===== config.mk =====
export PLATFORM = sky130hd
export DESIGN_NAME = sup_seq_top
export DESIGN_NICKNAME = d
export VERILOG_FILES = /design/src/rtl/sup_seq_pkg.sv /design/src/rtl/sup_seq_rst_sync.sv /design/src/rtl/sup_seq_qual.sv /design/src/rtl/sup_seq_fsm.sv /design/src/rtl/sup_seq_top.sv
export SDC_FILE = /design/constraint.sdc
export NUM_CORES = 1
export LEC_CHECK = 0
export BUFFER_PORTS_ARGS = -buffer_cell sky130_fd_sc_hd__buf_2
export CORE_UTILIZATION = 48
export DETAILED_ROUTE_END_ITERATION = 10
export GPL_ROUTABILITY_DRIVEN = 0
export PLACE_DENSITY = 0.72
export SYNTH_ARGS = -nofsm -noshare
export SYNTH_HDL_FRONTEND = slang
export SYNTH_SLANG_ARGS = --single-unit

===== constraint.sdc =====
create_clock -name clk -period 0.8 [get_ports clk]
set_clock_uncertainty 0.05 [all_clocks]
set_input_delay 0.08 -clock clk [delete_from_list [all_inputs] [get_ports clk]]
set_output_delay 0.08 -clock clk [all_outputs]
set_load 0.01 [all_outputs]

===== src/rtl/sup_seq_pkg.sv =====
package sup_seq_pkg;
  typedef enum logic [1:0] {
    SEQ_START = 2'd0,
    SEQ_RUN   = 2'd1,
    SEQ_HOLD  = 2'd2,
    SEQ_HOT   = 2'd3
  } seq_state_e;

  // Index of each qualified condition in the condition vector
  localparam int C_VUP   = 0;
  localparam int C_VLOW  = 1;
  localparam int C_VDRN  = 2;
  localparam int C_THOT  = 3;
  localparam int C_TCOOL = 4;
  localparam int NCOND   = 5;
endpackage


===== src/rtl/sup_seq_rst_sync.sv =====
module sup_seq_rst_sync #(
  parameter int STAGES = 2
) (
  input  logic clk,
  input  logic rst_n,
  output logic rst_n_sync
);
  logic [STAGES-1:0] sh_q;

  always_ff @(posedge clk or negedge rst_n) begin
    if (!rst_n) sh_q <= '0;
    else        sh_q <= {sh_q[STAGES-2:0], 1'b1};
  end

  assign rst_n_sync = sh_q[STAGES-1];
endmodule


===== src/rtl/sup_seq_qual.sv =====
module sup_seq_qual #(
  parameter int N = 4
) (
  input  logic clk,
  input  logic rst_n,
  input  logic cond,
  output logic qual
);
  localparam int CW = $clog2(N + 1);
  localparam logic [CW-1:0] NMAX = CW'(N);

  logic [CW-1:0] cnt_q, cnt_d;
  logic          cnt_en;

  always_comb begin
    cnt_en = 1'b1;
    if (!cond)             cnt_d = '0;
    else if (cnt_q == NMAX) begin
      cnt_d  = cnt_q;
      cnt_en = 1'b0;
    end else               cnt_d = cnt_q + 1'b1;
  end

  always_ff @(posedge clk or negedge rst_n) begin
    if (!rst_n)      cnt_q <= '0;
    else if (cnt_en) cnt_q <= cnt_d;
  end

  assign qual = (cnt_q == NMAX);
endmodule


===== src/rtl/sup_seq_fsm.sv =====
module sup_seq_fsm
  import sup_seq_pkg::*;
(
  input  logic             clk,
  input  logic             rst_n,
  input  logic [NCOND-1:0] q,
  output seq_state_e       state,
  output logic             hv_src_en,
  output logic             sw_en,
  output logic             low_pwr
);
  seq_state_e state_q, state_d;

  always_comb begin
    state_d = state_q;
    if (q[C_THOT]) begin
      state_d = SEQ_HOT;
    end else begin
      unique case (state_q)
        SEQ_START: if (q[C_VUP])   state_d = SEQ_RUN;
        SEQ_RUN:   if (q[C_VLOW])  state_d = SEQ_HOLD;
        SEQ_HOLD:  if (q[C_VDRN])  state_d = SEQ_START;
        SEQ_HOT:   if (q[C_TCOOL]) state_d = SEQ_START;
        default:                   state_d = SEQ_START;
      endcase
    end
  end

  always_ff @(posedge clk or negedge rst_n) begin
    if (!rst_n) state_q <= SEQ_START;
    else        state_q <= state_d;
  end

  assign state     = state_q;
  assign hv_src_en = (state_q == SEQ_START);
  assign sw_en     = (state_q == SEQ_RUN);
  assign low_pwr   = (state_q == SEQ_HOLD) || (state_q == SEQ_HOT);
endmodule


===== src/rtl/sup_seq_top.sv =====
module sup_seq_top
  import sup_seq_pkg::*;
#(
  parameter int VW           = 8,
  parameter int TW           = 8,
  parameter int V_ON_CODE    = 128,
  parameter int V_MIN_CODE   = 78,
  parameter int V_LATCH_CODE = 49,
  parameter int T_TRIP_CODE  = 170,
  parameter int T_HYST_CODE  = 30,
  parameter int QUAL_N       = 4
) (
  input  logic          clk,
  input  logic          rst_n,
  input  logic [VW-1:0] v_code,
  input  logic [TW-1:0] t_code,
  output logic          hv_src_en,
  output logic          sw_en,
  output logic          low_pwr,
  output logic [1:0]    state_o
);
  localparam logic [VW-1:0] VON  = VW'(V_ON_CODE);
  localparam logic [VW-1:0] VMIN = VW'(V_MIN_CODE);
  localparam logic [VW-1:0] VLAT = VW'(V_LATCH_CODE);
  localparam logic [TW-1:0] TTRP = TW'(T_TRIP_CODE);
  localparam logic [TW-1:0] TREL = TW'(T_TRIP_CODE - T_HYST_CODE);

  logic             rst_n_s;
  logic [NCOND-1:0] cond, qual;
  seq_state_e       st;

  sup_seq_rst_sync #(.STAGES(2)) rsync_i (
    .clk(clk), .rst_n(rst_n), .rst_n_sync(rst_n_s)
  );

  always_comb begin
    cond          = '0;
    cond[C_VUP]   = (v_code >= VON);
    cond[C_VLOW]  = (v_code <  VMIN);
    cond[C_VDRN]  = (v_code <= VLAT);
    cond[C_THOT]  = (t_code >= TTRP);
    cond[C_TCOOL] = (t_code <= TREL);
  end

  for (genvar g = 0; g < NCOND; g++) begin : g_qual
    sup_seq_qual #(.N(QUAL_N)) qual_i (
      .clk(clk), .rst_n(rst_n_s), .cond(cond[g]), .qual(qual[g])
    );
  end

  sup_seq_fsm fsm_i (
    .clk(clk), .rst_n(rst_n_s), .q(qual), .state(st),
    .hv_src_en(hv_src_en), .sw_en(sw_en), .low_pwr(low_pwr)
  );

  assign state_o = st;
endmodule


==> results of run 1 <==
area by class of cell:
cell class / count / area [µm²] / share of cell area, %
Inverter: 11 / 46.3 / 2.53
Clock buffer: 3 / 22.5 / 1.23
Clock inverter: 1 / 7.51 / 0.410
Multi-Input combinational cell: 80 / 810 / 44.2
Tap cell: 27 / 33.8 / 1.85
Sequential cell: 19 / 475 / 26.0
Timing Repair Buffer: 56 / 435 / 23.8
placed cells by master (no fill, tap or decap), types with 3 or more instances in the layout:
master,count
a21oi_2,4
buf_6,12
nor2_1,8
nand3_1,3
o21ai_1,3
nand2_2,7
ha_4,8
clkbuf_4,3
nor3_2,3
dfrtp_1,19
a21boi_2,3
xnor2_2,3
buf_4,24
nand2_4,5
nand2_1,3
buf_2,18
inv_2,8
power groups by stage:
stage          registers [mW]  logic (mW)  clock network (mW)
2_1_floorplan            1.30       0.611                   0
3_3_place_gp             1.26        1.11                   0
3_5_place_dp             1.27        1.18                   0
4_1_cts                  1.24        1.52               0.521
5_1_grt                  1.27        2.02               0.584
6_report                 1.26        1.94               0.538
through the flow:
stage / instances / util (%) / total power, mW / instance area, µm²
after CTS: 189 / 82.3 / 3.29 / 1650
after global routing: 197 / 91.4 / 3.88 / 1830
after floorplan: 111 / - / 1.91 / 1120
final: 197 / 91.4 / 3.74 / 1830
after global placement: 180 / 71.8 / 2.37 / 1440
after detailed placement: 180 / 71.8 / 2.45 / 1440
logic make-up (layout without fill, tap and decap cells):
family	Yosys count	after routing	share of synthesized area (%)
fa+ha+maj	10	10	12.1
compound gates	21	21	13.7
other cells	1	1	0.363
buf+inv	12	71	4.36
xor+xnor	5	5	4.24
flops	19	19	46.0
simple gates	43	43	19.3
repair_timing:
| item | 4_1_cts | 5_1_grt |
|---|---|---|
| endpoints found under the setup margin | 22 | 22 |
| buffers inserted | 4 | 8 |
| hold buffers | 1 | 0 |
| pin swaps | 13 | 8 |
| resized for setup | 33 | 26 |
| gates cloned | 0 | 0 |
| endpoints found under the hold margin | 2 | 0 |
final timing paths:
check	slack, ns	cells past startpoint	from	end
max	-0.46	3	fsm_i.state[1]$_DFFE_PN0P_	hv_src_en
min	0.007	2	rst_n	rsync_i.sh_q[0]$_DFF_PN0_
max reg2reg	-0.38	6	g_qual[1].qual_i.cnt_q[0]$_DFFE_PN0P_	g_qual[1].qual_i.cnt_q[1]$_DFFE_PN0P_
min reg2reg	0.02	0	rsync_i.sh_q[1]$_DFF_PN0_	g_qual[0].qual_i.cnt_q[0]$_DFFE_PN0P_
max in group asynchronous	0.36	1	rsync_i.sh_q[1]$_DFF_PN0_	g_qual[3].qual_i.cnt_q[2]$_DFFE_PN0P_
min in group clk	0.03	4	v_code[6]	g_qual[2].qual_i.cnt_q[0]$_DFFE_PN0P_
metal layers:
metal  GRT usage, %  routed length, µm
met1           29.8               1410
met2           49.8               1970
met3           5.35                164
met4           20.1                148
met5              0                  0
sequential cells by signal, summed over array words and instances (netlist names):
register,flops
fsm_i.state,2
rsync_i.sh_q,2
g_qual.qual_i.cnt_q,15
==> out/qor.yml, run 1 <==
outcome: "complete, but fails checks"
violations: "setup timing"
synth_seq_area_share_pct: 46.0
slew_violations: 0
max_cap_viol_count: 0
final_hold_viol_count: 0
synthToLayoutAreaGrowth_pct: 77.1
fin_ws_ns: -0.459
avgViaCountPerCell: 5.56
dieArea_mm2: 0.00234
yosysUniqueCellTypes: 25
cts_tree: "yes"
vdd_drop_max_uv: 1710
io_pins: 23
cts_max_level: 1
postRouteAntennaNets: 0
critPathSlowestCell: "dfrtp_1"
max_freq_mhz: 794
cts.sinks: 19
setup_tns_ns: -7.12
grt_overflow: 0
syn_nets: 139
nets: 199
rows: 16
grt_usage_pct: 28.1
max_stage_delay_ns: 0.41
pre_cts_slack_ns: -0.306
avgSynthCellArea_um2: 9.31
p_clk_share_pct: 14.4
drive_above_1_share_pct: 68.8
layout_min_cycle_time_ns: 1.26
crit_path_end_kind: "output pin"
clk_latency_ns: 0.31
hold_ws_ns: 0.00714
rsz0062_at_grt: "yes"
power_density_mw_per_mm2: 2040
synth_area_mm2: 0.00103
core_area_mm2: 0.00200
grt_pass1_wl_mm: 4.88
synth_area_leaders: "dfrtp_1 46%, ha_1 12%, nand2_1 5.1%"
synthTopCellsByCount: "19 x dfrtp_1, 14 x nand2_1, 12 x nor2_1"
worstPathCellList: "buf_6, nor2_1, buf_2"
drt_iter0_drc: 37
criticalPathCategory: "reg -> out"
vias: 1096
synth-seq-cells: 19
pwr-share-comb_pct: 52.0
yosysWarnings: 0
crit_family: "flip-flops"
die-height_um: 48.4
antenna_found_initial: 0
clk_pin_slew_ns: 0.13
setup_viol: 22
yosysTopAreaCell: "dfrtp_1"
route.detailed.drc: 0
dr.pass1.iters: 4
die_w_um: 48.4
power_leakage_nw: 0.841
start_kind: "flip-flop"
synth_edf_count: 0
p_int_mw: 2.33
cp.arrival_ns: 1.13
syn-instance-count: 111
dpl.hpwl_mm: 1.85
cts_inserted_buffers: 3
hold_class: "in -> async"
antenna-diode-count: 0
period_share_pct: 157
cts_buffer_depth: 2
grt_pass1_vias: 1100
postSynth.asyncResetShare_pct: 100
switchingPower_mw: 1.41
fill_cells: 85
path_buf_inv: 2
yosysTopAreaCellShare_pct: 46.0
yosysMostFrequentCell: "dfrtp_1"
swShare_pct: 37.7
seqPwrFrac_pct: 33.6
drt-wirelength-per-cell_um: 18.7
worstPathRequired_ns: 0.67
finalWirelength_mm: 3.69
root_buffer: "clkbuf_4"
ys.flop_type: "dfrtp_1"
grt_max_degree: 16
port-buffer-count: 21
start_util_pct: 51.6
cp_max_fo: 4
Power figures use the tool's default switching activity.
==> run 2, diff against run 1 <==
--- a/config.mk
+++ b/config.mk
@@ -6,10 +6,10 @@
 export NUM_CORES = 1
 export LEC_CHECK = 0
 export BUFFER_PORTS_ARGS = -buffer_cell sky130_fd_sc_hd__buf_2
-export CORE_UTILIZATION = 48
+export CORE_UTILIZATION = 40
 export DETAILED_ROUTE_END_ITERATION = 10
 export GPL_ROUTABILITY_DRIVEN = 0
-export PLACE_DENSITY = 0.72
+export PLACE_DENSITY_LB_ADDON = 0.3
 export SYNTH_ARGS = -nofsm -noshare
 export SYNTH_HDL_FRONTEND = slang
 export SYNTH_SLANG_ARGS = --single-unit
==> out/qor.yml, run 2 (synthesized netlist as in run 1, its figures left out) <==
swShare_pct: 35.3  # -2.4 points
final_cells: 194  # -1.5%
crit_path_end_kind: "output pin"
clk_pin_slew_ns: 0.12  # about the same
setup_viol: 22  # unchanged
dieArea_mm2: 0.00279  # +19%
fill_cells: 186  # +120%
dr.pass1.iters: 4  # unchanged
violations: "setup timing"
grt_overflow: 0  # unchanged
outcome: "complete, but fails checks"
cts.sinks: 19  # unchanged
p_clk_share_pct: 14.5  # about the same
antenna_found_initial: 0  # unchanged
vias: 959  # -13%
die_w_um: 52.8  # +9.2%
cp_max_fo: 3  # -1
cts_inserted_buffers: 3  # unchanged
grt_max_degree: 18  # +2
avgViaCountPerCell: 4.94  # -11%
grt_pass1_vias: 918  # -17%
final_hold_viol_count: 0  # unchanged
cts_max_level: 1  # unchanged
drt_iter0_drc: 9  # -76%
start_util_pct: 42.1  # -9.5 points
route.detailed.drc: 0  # unchanged
port-buffer-count: 21  # unchanged
seqPwrFrac_pct: 36.1  # +2.5 points
fin_util_pct: 69.3  # -22 points
timing.rr.start: "g_qual[1].qual_i.cnt_q[0]$_DFFE_PN0P_"
clk_latency_ns: 0.31  # about the same
antenna-diode-count: 0  # unchanged
p_int_mw: 2.26  # -2.8%
nets: 193  # -3.0%
dpl.hpwl_mm: 1.63  # -12%
io_pins: 23  # unchanged
worstPathRequired_ns: 0.67  # about the same
cp.arrival_ns: 1.07  # -0.06 ns
grt_pass1_wl_mm: 3.84  # -21%
period_share_pct: 150  # -7.1 points
startpoint: "fsm_i.state[1]$_DFFE_PN0P_"
hold_class: "in -> async"
largest_reg_flops: 15  # unchanged
drive_above_1_share_pct: 65.2  # -3.6 points
power_density_mw_per_mm2: 2060  # +0.76%
place_inst: 179  # -0.56%
vdd_drop_max_uv: 1600  # -6.6%
rsz0062_at_grt: "yes"
max_cap_viol_count: 0  # unchanged
drt-wirelength-per-cell_um: 12.2  # -35%
fin_ws_ns: -0.402  # +0.0570 ns
slew_violations: 0  # unchanged
synthToLayoutAreaGrowth_pct: 64.5
criticalPathCategory: "reg -> out"
final_cell_mix: "21 x buf_4, 19 x buf_2, 18 x dfrtp_1"
total_power_mw: 3.50  # -6.4%
finalWirelength_mm: 2.37  # -36%
die-height_um: 52.8  # +9.2%
postRouteAntennaNets: 0  # unchanged
core_area_mm2: 0.00245  # +23%
layout_min_cycle_time_ns: 1.20  # -0.0570 ns
cts_tree: "yes"
finish.instance_area_mm2: 0.00170  # -7.1%
pwr-share-comb_pct: 49.4  # -2.6 points
grt_usage_pct: 19.3  # -8.8 points
max_freq_mhz: 832  # +4.7%
hold_ws_ns: 0.00696  # -0.000176 ns
cts_buffer_depth: 2  # unchanged
placed_area_mm2: 0.00140  # -2.7%
rows: 18  # +2
final_common_cell: "buf_4"
power_leakage_nw: 0.792  # -5.8%
root_buffer: "clkbuf_4"
top_register: "g_qual.qual_i.cnt_q"
switchingPower_mw: 1.24  # -12%
start_kind: "flip-flop"
## run 2: routing by layer
| metal | global-route usage [%] | vias to the layer above | part of all wire (%) |
|---|---|---|---|
| met4 | 5.26 | 0 | 0.72 |
| met1 | 22.5 | 455 | 41 |
| met3 | 2.61 | 2 | 3.6 |
| met2 | 36.1 | 24 | 54 |
| li1 | - | 478 | - |
| met5 | 0 | - | 0 |
## run 2: final cells by class
cell class	instances	area (µm²)	share of cell area (%)
multi-input combinational	80	751	44.2
sequential	19	477	28.0
timing repair buffer	50	364	21.4
inverter	11	43.8	2.58
tap	30	37.5	2.21
clock buffer	3	22.5	1.32
clock inverter	1	5.00	0.294
## run 2: per-stage QoR
step	worst slack [ns]	setup TNS [ns]
3_3_place_gp	-0.300	-4.00
2_1_floorplan	-0.300	-3.04
6_report	-0.402	-6.11
3_5_place_dp	-0.357	-4.69
4_1_cts	-0.414	-6.28
5_1_grt	-0.454	-7.16
## run 2: power by group through the flow
| stage | Sequential [mW] | Combinational, mW | Clock (mW) |
|---|---|---|---|
| detailed placement | 1.29 | 1.10 | 0 |
| finish | 1.26 | 1.73 | 0.507 |
| floorplan | 1.30 | 0.611 | 0 |
| CTS | 1.25 | 1.58 | 0.521 |
| global placement | 1.27 | 1.04 | 0 |
| global route | 1.28 | 1.88 | 0.569 |
## run 2: worst max-delay path: stages, from the launching register on
cell     delay [ns]
dfrtp_2        0.45
buf_6          0.13
nor2_2         0.06
buf_2          0.14
## run 2: final timing paths
check / end / slack [ns] / cells after the start
min in group clk: g_qual[2].qual_i.cnt_q[1]$_DFFE_PN0P_ / 0.03 / 4
hold reg to reg: g_qual[1].qual_i.cnt_q[2]$_DFFE_PN0P_ / 0.15 / 1
hold / removal: rsync_i.sh_q[0]$_DFF_PN0_ / 0.007 / 2
setup / recovery: hv_src_en / -0.40 / 3
setup reg to reg: fsm_i.state[1]$_DFFE_PN0P_ / -0.39 / 5
max in group asynchronous: fsm_i.state[1]$_DFFE_PN0P_ / 0.32 / 1
## run 2: timing repair
item | in CTS | in global routing
setup buffers | 8 | 5
hold buffers | 1 | 0
gates resized for setup | 32 | 17
hold endpoints to repair | 2 | 0
setup endpoints to repair | 22 | 22
pin swaps | 15 | 10
==> run 3, diff against run 2 <==
--- a/config.mk
+++ b/config.mk
@@ -7,9 +7,10 @@
 export LEC_CHECK = 0
 export BUFFER_PORTS_ARGS = -buffer_cell sky130_fd_sc_hd__buf_2
 export CORE_UTILIZATION = 40
+export CTS_CLUSTER_SIZE = 40
 export DETAILED_ROUTE_END_ITERATION = 10
 export GPL_ROUTABILITY_DRIVEN = 0
-export PLACE_DENSITY_LB_ADDON = 0.3
+export PLACE_DENSITY_LB_ADDON = 0.12
 export SYNTH_ARGS = -nofsm -noshare
 export SYNTH_HDL_FRONTEND = slang
 export SYNTH_SLANG_ARGS = --single-unit
==> out/qor.yml, run 3 (synthesized netlist as in run 1, its figures left out) <==
antenna_found_initial: 0  # unchanged
rsz0062_at_grt: "yes"
final_cell_mix: "21 x buf_4, 18 x dfrtp_1, 18 x buf_2"
start_util_pct: 42.1  # unchanged
setup_viol: 22  # unchanged
avgViaCountPerCell: 4.94  # -0.10%
grt_max_degree: 18  # unchanged
fill_cells: 188  # +1.1%
grt_pass1_wl_mm: 3.77  # -2.0%
max_freq_mhz: 820  # -1.4%
drt_iter0_drc: 15  # +6
cts_tree: "yes"
dpl.hpwl_mm: 1.58  # -3.1%
switchingPower_mw: 1.23  # -0.17%
fin_util_pct: 69.5  # +0.25 points
drive_above_1_share_pct: 63.4  # -1.8 points
root_buffer: "clkbuf_4"
drt-wirelength-per-cell_um: 11.7  # -4.1%
cp.arrival_ns: 1.09  # +0.02 ns
port-buffer-count: 21  # unchanged
criticalPathCategory: "reg -> out"
setup_tns_ns: -6.17  # -0.0610 ns
p_int_mw: 2.36  # +4.5%
cts_buffer_depth: 2  # unchanged
die-height_um: 52.8  # unchanged
slew_violations: 0  # unchanged
crit_path_end_kind: "output pin"
outcome: "complete, but fails checks"
p_clk_share_pct: 13.7  # -0.8 points
finalWirelength_mm: 2.28  # -4.1%
grt_overflow: 0  # unchanged
nets: 193  # unchanged
synthToLayoutAreaGrowth_pct: 65.1
clk_pin_slew_ns: 0.11  # about the same
dr.pass1.iters: 4  # unchanged
cts.sinks: 19  # unchanged
swShare_pct: 34.3  # -1.0 points
seqPwrFrac_pct: 35.3  # -0.8 points
vdd_drop_max_uv: 1420  # -11%
grt_usage_pct: 18.8  # -0.46 points
fin_ws_ns: -0.420  # -0.0177 ns
postRouteAntennaNets: 0  # unchanged
top_register: "g_qual.qual_i.cnt_q"
cp_max_fo: 4  # +1
period_share_pct: 153  # +2.2 points
final_common_cell: "buf_4"
start_kind: "flip-flop"
hold_class: "in -> reg"
route.detailed.drc: 0  # unchanged
power_leakage_nw: 0.796  # +0.53%
r2r_setup_slack_ns: -0.39  # about the same
pwr-share-comb_pct: 51.0  # +1.6 points
io_pins: 23  # unchanged
cts_inserted_buffers: 3  # unchanged
layout_min_cycle_time_ns: 1.22  # +0.0177 ns
dieArea_mm2: 0.00279  # unchanged
power_density_mw_per_mm2: 2110  # +2.4%
clk_latency_ns: 0.30  # about the same
antenna-diode-count: 0  # unchanged
cts_max_level: 1  # unchanged
violations: "setup timing"
die_w_um: 52.8  # unchanged
vias: 958  # -0.10%
core_area_mm2: 0.00245  # unchanged
largest_reg_flops: 15  # unchanged
final_hold_viol_count: 0  # unchanged
grt_pass1_vias: 992  # +8.1%
worstPathRequired_ns: 0.67  # about the same
rows: 18  # unchanged
max_cap_viol_count: 0  # unchanged
-- run 3: cell types whose count changed in the layout (fill, tap and decap cells not counted), sizes merged --
cell    before  now
clkbuf       3    4
clkinv       3    2
-- run 3: per-layer routing --
layer / share of wire [%] / vias up / GRT usage, %
met2: 53 / 21 / 34.6
li1: - / 481 / -
met3: 3.2 / 4 / 3.19
met1: 42 / 452 / 20.9
met4: 1.6 / 0 / 7.89
met5: 0 / - / 0
-- run 3: metrics by stage --
stage | cell area (µm²) | setup WS (ns) | power, mW | instances | hold WS, ns
after floorplan | 1120 | -0.300 | 1.91 | 111 | -0.266
after global placement | 1390 | -0.297 | 2.35 | 178 | -0.185
after detailed placement | 1390 | -0.348 | 2.40 | 178 | -0.182
final | 1710 | -0.420 | 3.60 | 194 | 0.0107
after CTS | 1600 | -0.412 | 3.36 | 191 | 0.0223
after global routing | 1710 | -0.462 | 3.83 | 194 | 0.0285
-- run 3: final cells by class --
cell class              count  area, µm²  share of cell area [%]
multi-input cells          80        752                    44.1
flip-flops and latches     19        477                    27.9
repair buffers             50        370                    21.7
inverters                  11       43.8                    2.57
well taps                  30       37.5                    2.20
clock buffers               4       26.3                    1.54
-- run 3: what timing repair did --
| action | in CTS | in global routing |
|---|---|---|
| gates resized for setup | 26 | 20 |
| endpoints found under the setup margin | 22 | 22 |
| buffers inserted | 8 | 3 |
| gates cloned | 0 | 0 |
| hold buffers | 1 | 0 |
| pin swaps | 16 | 9 |
| endpoints found under the hold margin | 2 | 0 |
-- run 3: final timing paths --
check | startpoint | to | cells past startpoint
worst max-delay path | fsm_i.state[1]$_DFFE_PN0P_ | sw_en | 3
worst min-delay path | v_code[6] | g_qual[2].qual_i.cnt_q[1]$_DFFE_PN0P_ | 4
worst max register to register | g_qual[1].qual_i.cnt_q[0]$_DFFE_PN0P_ | fsm_i.state[1]$_DFFE_PN0P_ | 5
worst min register to register | rsync_i.sh_q[1]$_DFF_PN0_ | g_qual[1].qual_i.cnt_q[1]$_DFFE_PN0P_ | 1
max in group asynchronous | rsync_i.sh_q[1]$_DFF_PN0_ | fsm_i.state[0]$_DFFE_PN0P_ | 1
min in group asynchronous | rst_n | rsync_i.sh_q[1]$_DFF_PN0_ | 2
-- run 3: power by group through the flow --
stage | logic [mW] | clock network [mW] | registers [mW]
6_report | 1.83 | 0.494 | 1.27
5_1_grt | 2.00 | 0.543 | 1.29
4_1_cts | 1.62 | 0.491 | 1.25
3_5_place_dp | 1.12 | 0 | 1.28
3_3_place_gp | 1.09 | 0 | 1.26
2_1_floorplan | 0.611 | 0 | 1.30
-- run 3: critical path: stages, from the launching register on --
cell,delay [ns]
dfrtp_1,0.44
buf_6,0.15
nor2b_4,0.10
buf_6,0.10
